## src/rtl/cmd_seq_decoder.sv

```systemverilog
`timescale 1ns/1ps
module cmd_seq_decoder #(
  parameter int ADDR_W   = 19,
  parameter int CMD_W    = 15,
  parameter int BLK_W    = 14,
  parameter int PAGE_W   = 8,
  parameter int LOAD_WIN = 16
) (
  input  logic              clk,
  input  logic              por_n,
  input  logic              rst_n,
  input  logic              wr_stb,
  input  logic [ADDR_W-1:0] wr_addr,
  input  logic [7:0]        wr_data,
  input  logic              rd_stb,
  input  logic [ADDR_W-1:0] rd_addr,
  output logic              wr_permit,
  output logic              erase_req,
  output logic              lock_req,
  output logic              lock_sel,
  output logic              id_mode,
  output logic              rd_ovr,
  output logic [7:0]        rd_ovr_data
);

  localparam int WIN_W = $clog2(LOAD_WIN + 1);
  localparam int TAG_W = ADDR_W - BLK_W;
  localparam int PG_W  = ADDR_W - PAGE_W;
  localparam logic [CMD_W-1:0]  CA_ONE = CMD_W'(15'h5555);
  localparam logic [CMD_W-1:0]  CA_TWO = CMD_W'(15'h2AAA);
  localparam logic [ADDR_W-1:0] TOP    = '1;
  localparam logic [ADDR_W-1:0] STAT_HI = {{(ADDR_W-4){1'b1}}, 4'h2};

  typedef enum logic [2:0] {S_IDLE, S_P1, S_P2, S_X1, S_X2, S_X3, S_LK} st_t;

  st_t              st_q, st_d;
  logic             prot_q, id_q, pgv_q, erase_q, lreq_q, lsel_q;
  logic [1:0]       lock_q;
  logic [WIN_W-1:0] win_cnt;
  logic [PG_W-1:0]  pg_q;

  logic take, do_a0, do_id_on, do_id_off, do_unprot, do_erase, do_lock0, do_lock1;

  wire win_open = win_cnt != '0;
  wire at_one   = wr_addr[CMD_W-1:0] == CA_ONE;
  wire at_two   = wr_addr[CMD_W-1:0] == CA_TWO;
  wire hit_lock = (lock_q[0] && wr_addr[ADDR_W-1:BLK_W] == '0) ||
                  (lock_q[1] && wr_addr[ADDR_W-1:BLK_W] == {TAG_W{1'b1}});
  wire page_ok  = !pgv_q || wr_addr[ADDR_W-1:PAGE_W] == pg_q;

  always_comb begin
    st_d = st_q;
    take = 1'b0;
    do_a0 = 1'b0; do_id_on = 1'b0; do_id_off = 1'b0; do_unprot = 1'b0;
    do_erase = 1'b0; do_lock0 = 1'b0; do_lock1 = 1'b0;
    if (wr_stb && !win_open && rst_n && por_n) begin
      st_d = S_IDLE;
      case (st_q)
        S_IDLE: if (at_one && wr_data == 8'hAA) begin take = 1'b1; st_d = S_P1; end
        S_P1:   if (at_two && wr_data == 8'h55) begin take = 1'b1; st_d = S_P2; end
        S_P2: if (at_one) begin
          case (wr_data)
            8'hA0: begin take = 1'b1; do_a0 = 1'b1; end
            8'h80: begin take = 1'b1; do_id_on = 1'b1; st_d = S_X1; end
            8'hF0: begin take = 1'b1; do_id_off = 1'b1; end
            default: ;
          endcase
        end
        S_X1:   if (at_one && wr_data == 8'hAA) begin take = 1'b1; st_d = S_X2; end
        S_X2:   if (at_two && wr_data == 8'h55) begin take = 1'b1; st_d = S_X3; end
        S_X3: if (at_one) begin
          case (wr_data)
            8'h20: begin take = 1'b1; do_unprot = 1'b1; do_id_off = 1'b1; end
            8'h10: begin take = 1'b1; do_erase = 1'b1; do_id_off = 1'b1; end
            8'h60: begin take = 1'b1; do_id_on = 1'b1; end
            8'h40: begin take = 1'b1; do_id_off = 1'b1; st_d = S_LK; end
            default: ;
          endcase
        end
        S_LK: begin
          if (wr_data == 8'h00 && wr_addr == '0) begin take = 1'b1; do_lock0 = 1'b1; end
          else if (wr_data == 8'hFF && wr_addr == TOP) begin take = 1'b1; do_lock1 = 1'b1; end
        end
        default: ;
      endcase
    end
  end

  assign wr_permit = wr_stb && !take && !hit_lock && (win_open ? page_ok : !prot_q);

  always_ff @(posedge clk) begin
    if (!por_n) begin
      prot_q <= 1'b1;
      lock_q <= '0;
      lsel_q <= 1'b0;
    end else begin
      if (do_a0)          prot_q <= 1'b1;
      else if (do_unprot) prot_q <= 1'b0;
      if (do_lock0) lock_q[0] <= 1'b1;
      if (do_lock1) lock_q[1] <= 1'b1;
      if (do_lock0 || do_lock1) lsel_q <= do_lock1;
    end
  end

  always_ff @(posedge clk) begin
    if (!por_n || !rst_n) begin
      st_q    <= S_IDLE;
      id_q    <= 1'b0;
      win_cnt <= '0;
      pgv_q   <= 1'b0;
      erase_q <= 1'b0;
      lreq_q  <= 1'b0;
    end else begin
      st_q    <= st_d;
      erase_q <= do_erase && lock_q == 2'b00;
      lreq_q  <= do_lock0 || do_lock1;
      if (do_id_on)       id_q <= 1'b1;
      else if (do_id_off) id_q <= 1'b0;
      if (do_a0) begin
        win_cnt <= WIN_W'(LOAD_WIN);
        pgv_q   <= 1'b0;
      end else if (win_open) begin
        if (wr_permit) begin
          win_cnt <= WIN_W'(LOAD_WIN);
          if (!pgv_q) begin
            pgv_q <= 1'b1;
            pg_q  <= wr_addr[ADDR_W-1:PAGE_W];
          end
        end else begin
          win_cnt <= win_cnt - 1'b1;
        end
      end
    end
  end

  always_comb begin
    rd_ovr      = 1'b0;
    rd_ovr_data = 8'h00;
    if (rd_stb && id_q) begin
      if (rd_addr == '0)                      begin rd_ovr = 1'b1; rd_ovr_data = 8'hDA; end
      else if (rd_addr == ADDR_W'(1))         begin rd_ovr = 1'b1; rd_ovr_data = 8'h46; end
      else if (rd_addr == ADDR_W'(2))         begin rd_ovr = 1'b1; rd_ovr_data = lock_q[0] ? 8'hFF : 8'hFE; end
      else if (rd_addr == STAT_HI)            begin rd_ovr = 1'b1; rd_ovr_data = lock_q[1] ? 8'hFF : 8'hFE; end
    end
  end

  assign erase_req = erase_q;
  assign lock_req  = lreq_q;
  assign lock_sel  = lsel_q;
  assign id_mode   = id_q;

  assert_erase_refused_R6: assert property (@(posedge clk) disable iff (!por_n || !rst_n)
    erase_req |-> lock_q == 2'b00);
  assert_lock_sticky_lo_R9: assert property (@(posedge clk) disable iff (!por_n)
    lock_q[0] |=> lock_q[0]);
  assert_lock_sticky_hi_R9: assert property (@(posedge clk) disable iff (!por_n)
    lock_q[1] |=> lock_q[1]);
  assert_lock_req_sets_R9: assert property (@(posedge clk) disable iff (!por_n || !rst_n)
    lock_req |-> lock_q[lock_sel]);
  assert_pulses_apart_R9: assert property (@(posedge clk) disable iff (!por_n || !rst_n)
    !(erase_req && lock_req));
  assert_protected_needs_window_R1: assert property (@(posedge clk) disable iff (!por_n || !rst_n)
    (wr_permit && prot_q) |-> win_open);
  assert_window_bounded_R5: assert property (@(posedge clk) disable iff (!por_n || !rst_n)
    win_cnt <= WIN_W'(LOAD_WIN));
  assert_override_in_id_R8: assert property (@(posedge clk) disable iff (!por_n || !rst_n)
    rd_ovr |-> id_mode);

endmodule

```

## config.mk

```make
export PLATFORM = sky130hd
export DESIGN_NAME = cmd_seq_decoder
export DESIGN_NICKNAME = d
export VERILOG_FILES = /design/src/rtl/cmd_seq_decoder.sv
export SDC_FILE = /design/constraint.sdc
export NUM_CORES = 1
export LEC_CHECK = 0
export BUFFER_PORTS_ARGS = -buffer_cell sky130_fd_sc_hd__clkbuf_2
export CAP_MARGIN = 30
export CORE_ASPECT_RATIO = 0.6
export CORE_MARGIN = 8
export CORE_UTILIZATION = 43
export DETAILED_ROUTE_END_ITERATION = 10
export GPL_TIMING_DRIVEN = 0
export MAX_ROUTING_LAYER = met4
export PLACE_DENSITY = 0.74
export SYNTH_ARGS = -nofsm -noshare
export SYNTH_HDL_FRONTEND = slang
export SYNTH_SLANG_ARGS = --single-unit
```

## constraint.sdc

```tcl
create_clock -name clk -period 5.35 [get_ports clk]
set_clock_uncertainty 0.2 [all_clocks]
set_input_delay 1.07 -clock clk [delete_from_list [all_inputs] [get_ports clk]]
set_output_delay 1.07 -clock clk [all_outputs]
set_load 0.02 [all_outputs]
```

==> metrics.txt <==
outcome=completed; worst r2r path cells=9; routability cong.=a little over 0.9; Slew Viols, Final=0; Post-Layout Cell Count=341; syn nets=roughly 270; PnR worst setup slack=1.043 ns; clk sinks=27; fraction of synthesized area in multiplexers=0.005472; htree depth=1; Reg clk slew, reported paths=0.10 ns; terminus of the critical flop-to-flop path=pg_q[1]; main combinational cell family by area after synthesis=simple AND/OR/NAND/NOR gates; CTS tree=built; Yosys reg bits=27; startpoint types=input pin; complex-gate fraction of the synthesized area=0.1477; Min-Delay Path Depth=2; layout cells sized above 1=0.2989; CP max stage cell=nor4_1; first-pass GRT wire length=around 8600 um; worst r2r src=win_cnt[0]; distinct cell type count after synthesis=58; vias in the first global route=between 1500 and 2000; Post-Synth XOR/XNOR Area=0.06703; Vias=1935; fin crit period=between 4 and 5 ns; chip height=66.52 um; CTS buffer count=3; Final Power=between 0.6 and 0.7 mW; Total GRT Usage=0.1654; TNS Setup=0 ns; antenna violations before repair=0; worst-path maximum fanout=10; Vias/cell=5.674; async set-reset flop share out of synthesis=0; gr ovfl total=0; R2R Setup Slk=between 1.5 and 2 ns; root buffer cell=clkbuf_8; DR WL/cell=between 15 and 20 um; Fin Hold WS=0.2888 ns; worst path required time=approximately 4.1 ns; # IOs=65; pre-CTS setup slack=1.100 ns; VDD IR max=approximately 0.14 mV; crit-path max cell delay=0.68 ns; dpl hpwl=4500 um; Hold Path End=win_cnt[1]; arrival time at the worst endpoint=3.04 ns; Max-Cap Viols=0; FF+latch area=650.6 um2; Max clock buf depth=2; fin nets=334; # setup viols final=0; DRC errors left=0; multi-input logic area=1101 um2; critical path endpoint category=output port; placed cells=337; fill count=407; yosys warns=0; worst hold path type=flip-flop to flip-flop; die footprint=6665 um2; Slew HR=0.4252; Static Leak=0.8168 nW; Initial Utilization=0.4463; ys flop type=dfxtp_1; Hold Buf Count CTS=0; core area=4099 um2; synthesized instance count=215; CP cell instances=buf_2 > nand2_1 > nor4_1 > nand3_1 > nor2_1 > a311oi_1 > o311ai_2 > inv_2 > clkbuf_2; # diodes=0; FMAX=0.2322 GHz; initial DRC count=approximately 130; Post-CTS Setup Bufs=0; RSZ-0062 raised after global routing=no; drt first pass iters=5; Power Dens Cells=269.5 nW/um2; final count of hold timing violations=0; measured slew at the worst slew-check pin=0.8575 ns; hold path startpoint=win_cnt[1]; adder-cell area share of the yosys netlist=0.006840; Placement Rows=18; routed wire length=5466 um; Synth Area in Simple Gates=0.3721; Post-synth EDFFs=11; crit path kind=input pin to output port; Die Span X=around 100 um; Mapped Area=~1800 um2; Worst-Skew Late Latency=0.28 ns; pin count of the biggest net entering global routing=17; syn avg cell area=between 8 and 9 um2; Final period util=0.8050; P&R area growth vs syn=23.94%; post-cts repair resize count=0; sequential-to-total area share from yosys stat=0.3557; I/O Buffers=62; DRT antenna net count=0
-- metal layers --
layer | vias to the layer above | share of wire | global-route usage
met2 | 87 | 0.41 | 0.2198
met3 | 2 | 0.077 | 0.03742
met4 | 0 | 0.0053 | 0.02804
met1 | 882 | 0.51 | 0.2453
met5 | - | 0 | -
li1 | 964 | - | -
-- power by group --
group          switching, mW  leakage [nW]  internal (mW)
logic                  0.143         0.563          0.104
clock network         0.0707        0.0260         0.0535
registers             0.0123         0.228          0.228
-- synthesized netlist by cell type (2+ instances only) --
cell,n,area [um2]
nor4_1,15,93.84
buf_2,2,10.01
buf_4,3,22.52
and2_1,2,12.51
o22ai_1,2,12.51
or4_1,2,15.01
nand4_1,15,93.84
clkbuf_1,2,7.510
or3_1,4,25.02
inv_1,6,22.52
nor2b_1,3,18.77
nand2b_1,3,18.77
nand2_1,19,71.32
nor3_1,12,60.06
o21a_1,3,22.52
xnor2_1,13,113.9
or4_4,2,22.52
a21oi_1,10,50.05
nand3_1,11,55.05
nor2_1,18,67.56
dfxtp_1,16,320.3
o21ai_0,6,30.03
edfxtp_1,11,330.3
-- critical path, delay by kind of cell --
kind                   cells  cell delay (ns)
AND/OR/NAND/NOR            4             1.21
AO/OA/AOI/OAI              2             0.29
buffers and inverters      3             0.47
-- state kept, by name, indices dropped and copies added, names as in the netlist --
register,flops
erase_req,1
win_cnt,5
lock_req,1
st_q,3
pg_q,11
pgv_q,1
lock_q,2
id_mode,1
prot_q,1
lock_sel,1
-- how the worst max path moves through the flow --
stage	end	startpoint
floorplan	rd_ovr_data[4]	rd_addr[8]
global placement	pg_q[5]	wr_addr[13]
detailed placement	wr_permit	wr_data[4]
CTS	wr_permit	wr_data[6]
global route	wr_permit	wr_data[4]
finish	wr_permit	wr_data[6]
-- metrics by stage --
step                        util  cell area [um2]
final                     0.5531             2267
after global routing      0.5531             2267
after CTS                 0.5531             2267
after detailed placement  0.5415             2220
after global placement    0.5403             2215
after floorplan                -             1829
-- final cells by class --
type,instances,share of cell area
buffer,9,0.02483
clock buffer,3,0.01821
clock inverter,1,0.002759
inverter,7,0.01159
multi-input combinational,172,0.4857
sequential,27,0.2870
tap,60,0.03311
timing repair buffer,62,0.1369
-- layout by cell type, fill, tap and decap left out, types with 3 or more instances in the layout --
master    count
a21oi_1      10
or3_1         4
nor2_1       18
nand2b_1      3
nand4_1      15
nor3_1       11
clkbuf_8      3
nor2b_1       3
edfxtp_1     11
o21a_1        3
buf_4         3
inv_1         6
nand2_1      19
nor4_1       15
nand3_1      11
clkbuf_2     63
dfxtp_1      16
o21ai_0       6
xnor2_1      13
-- cell families after synthesis --
family          after synthesis
fa+ha+maj                     1
mux                           1
flops                        27
xor+xnor                     14
buf+inv                      16
simple gates                118
compound gates               38
Power figures use the tool's default switching activity.
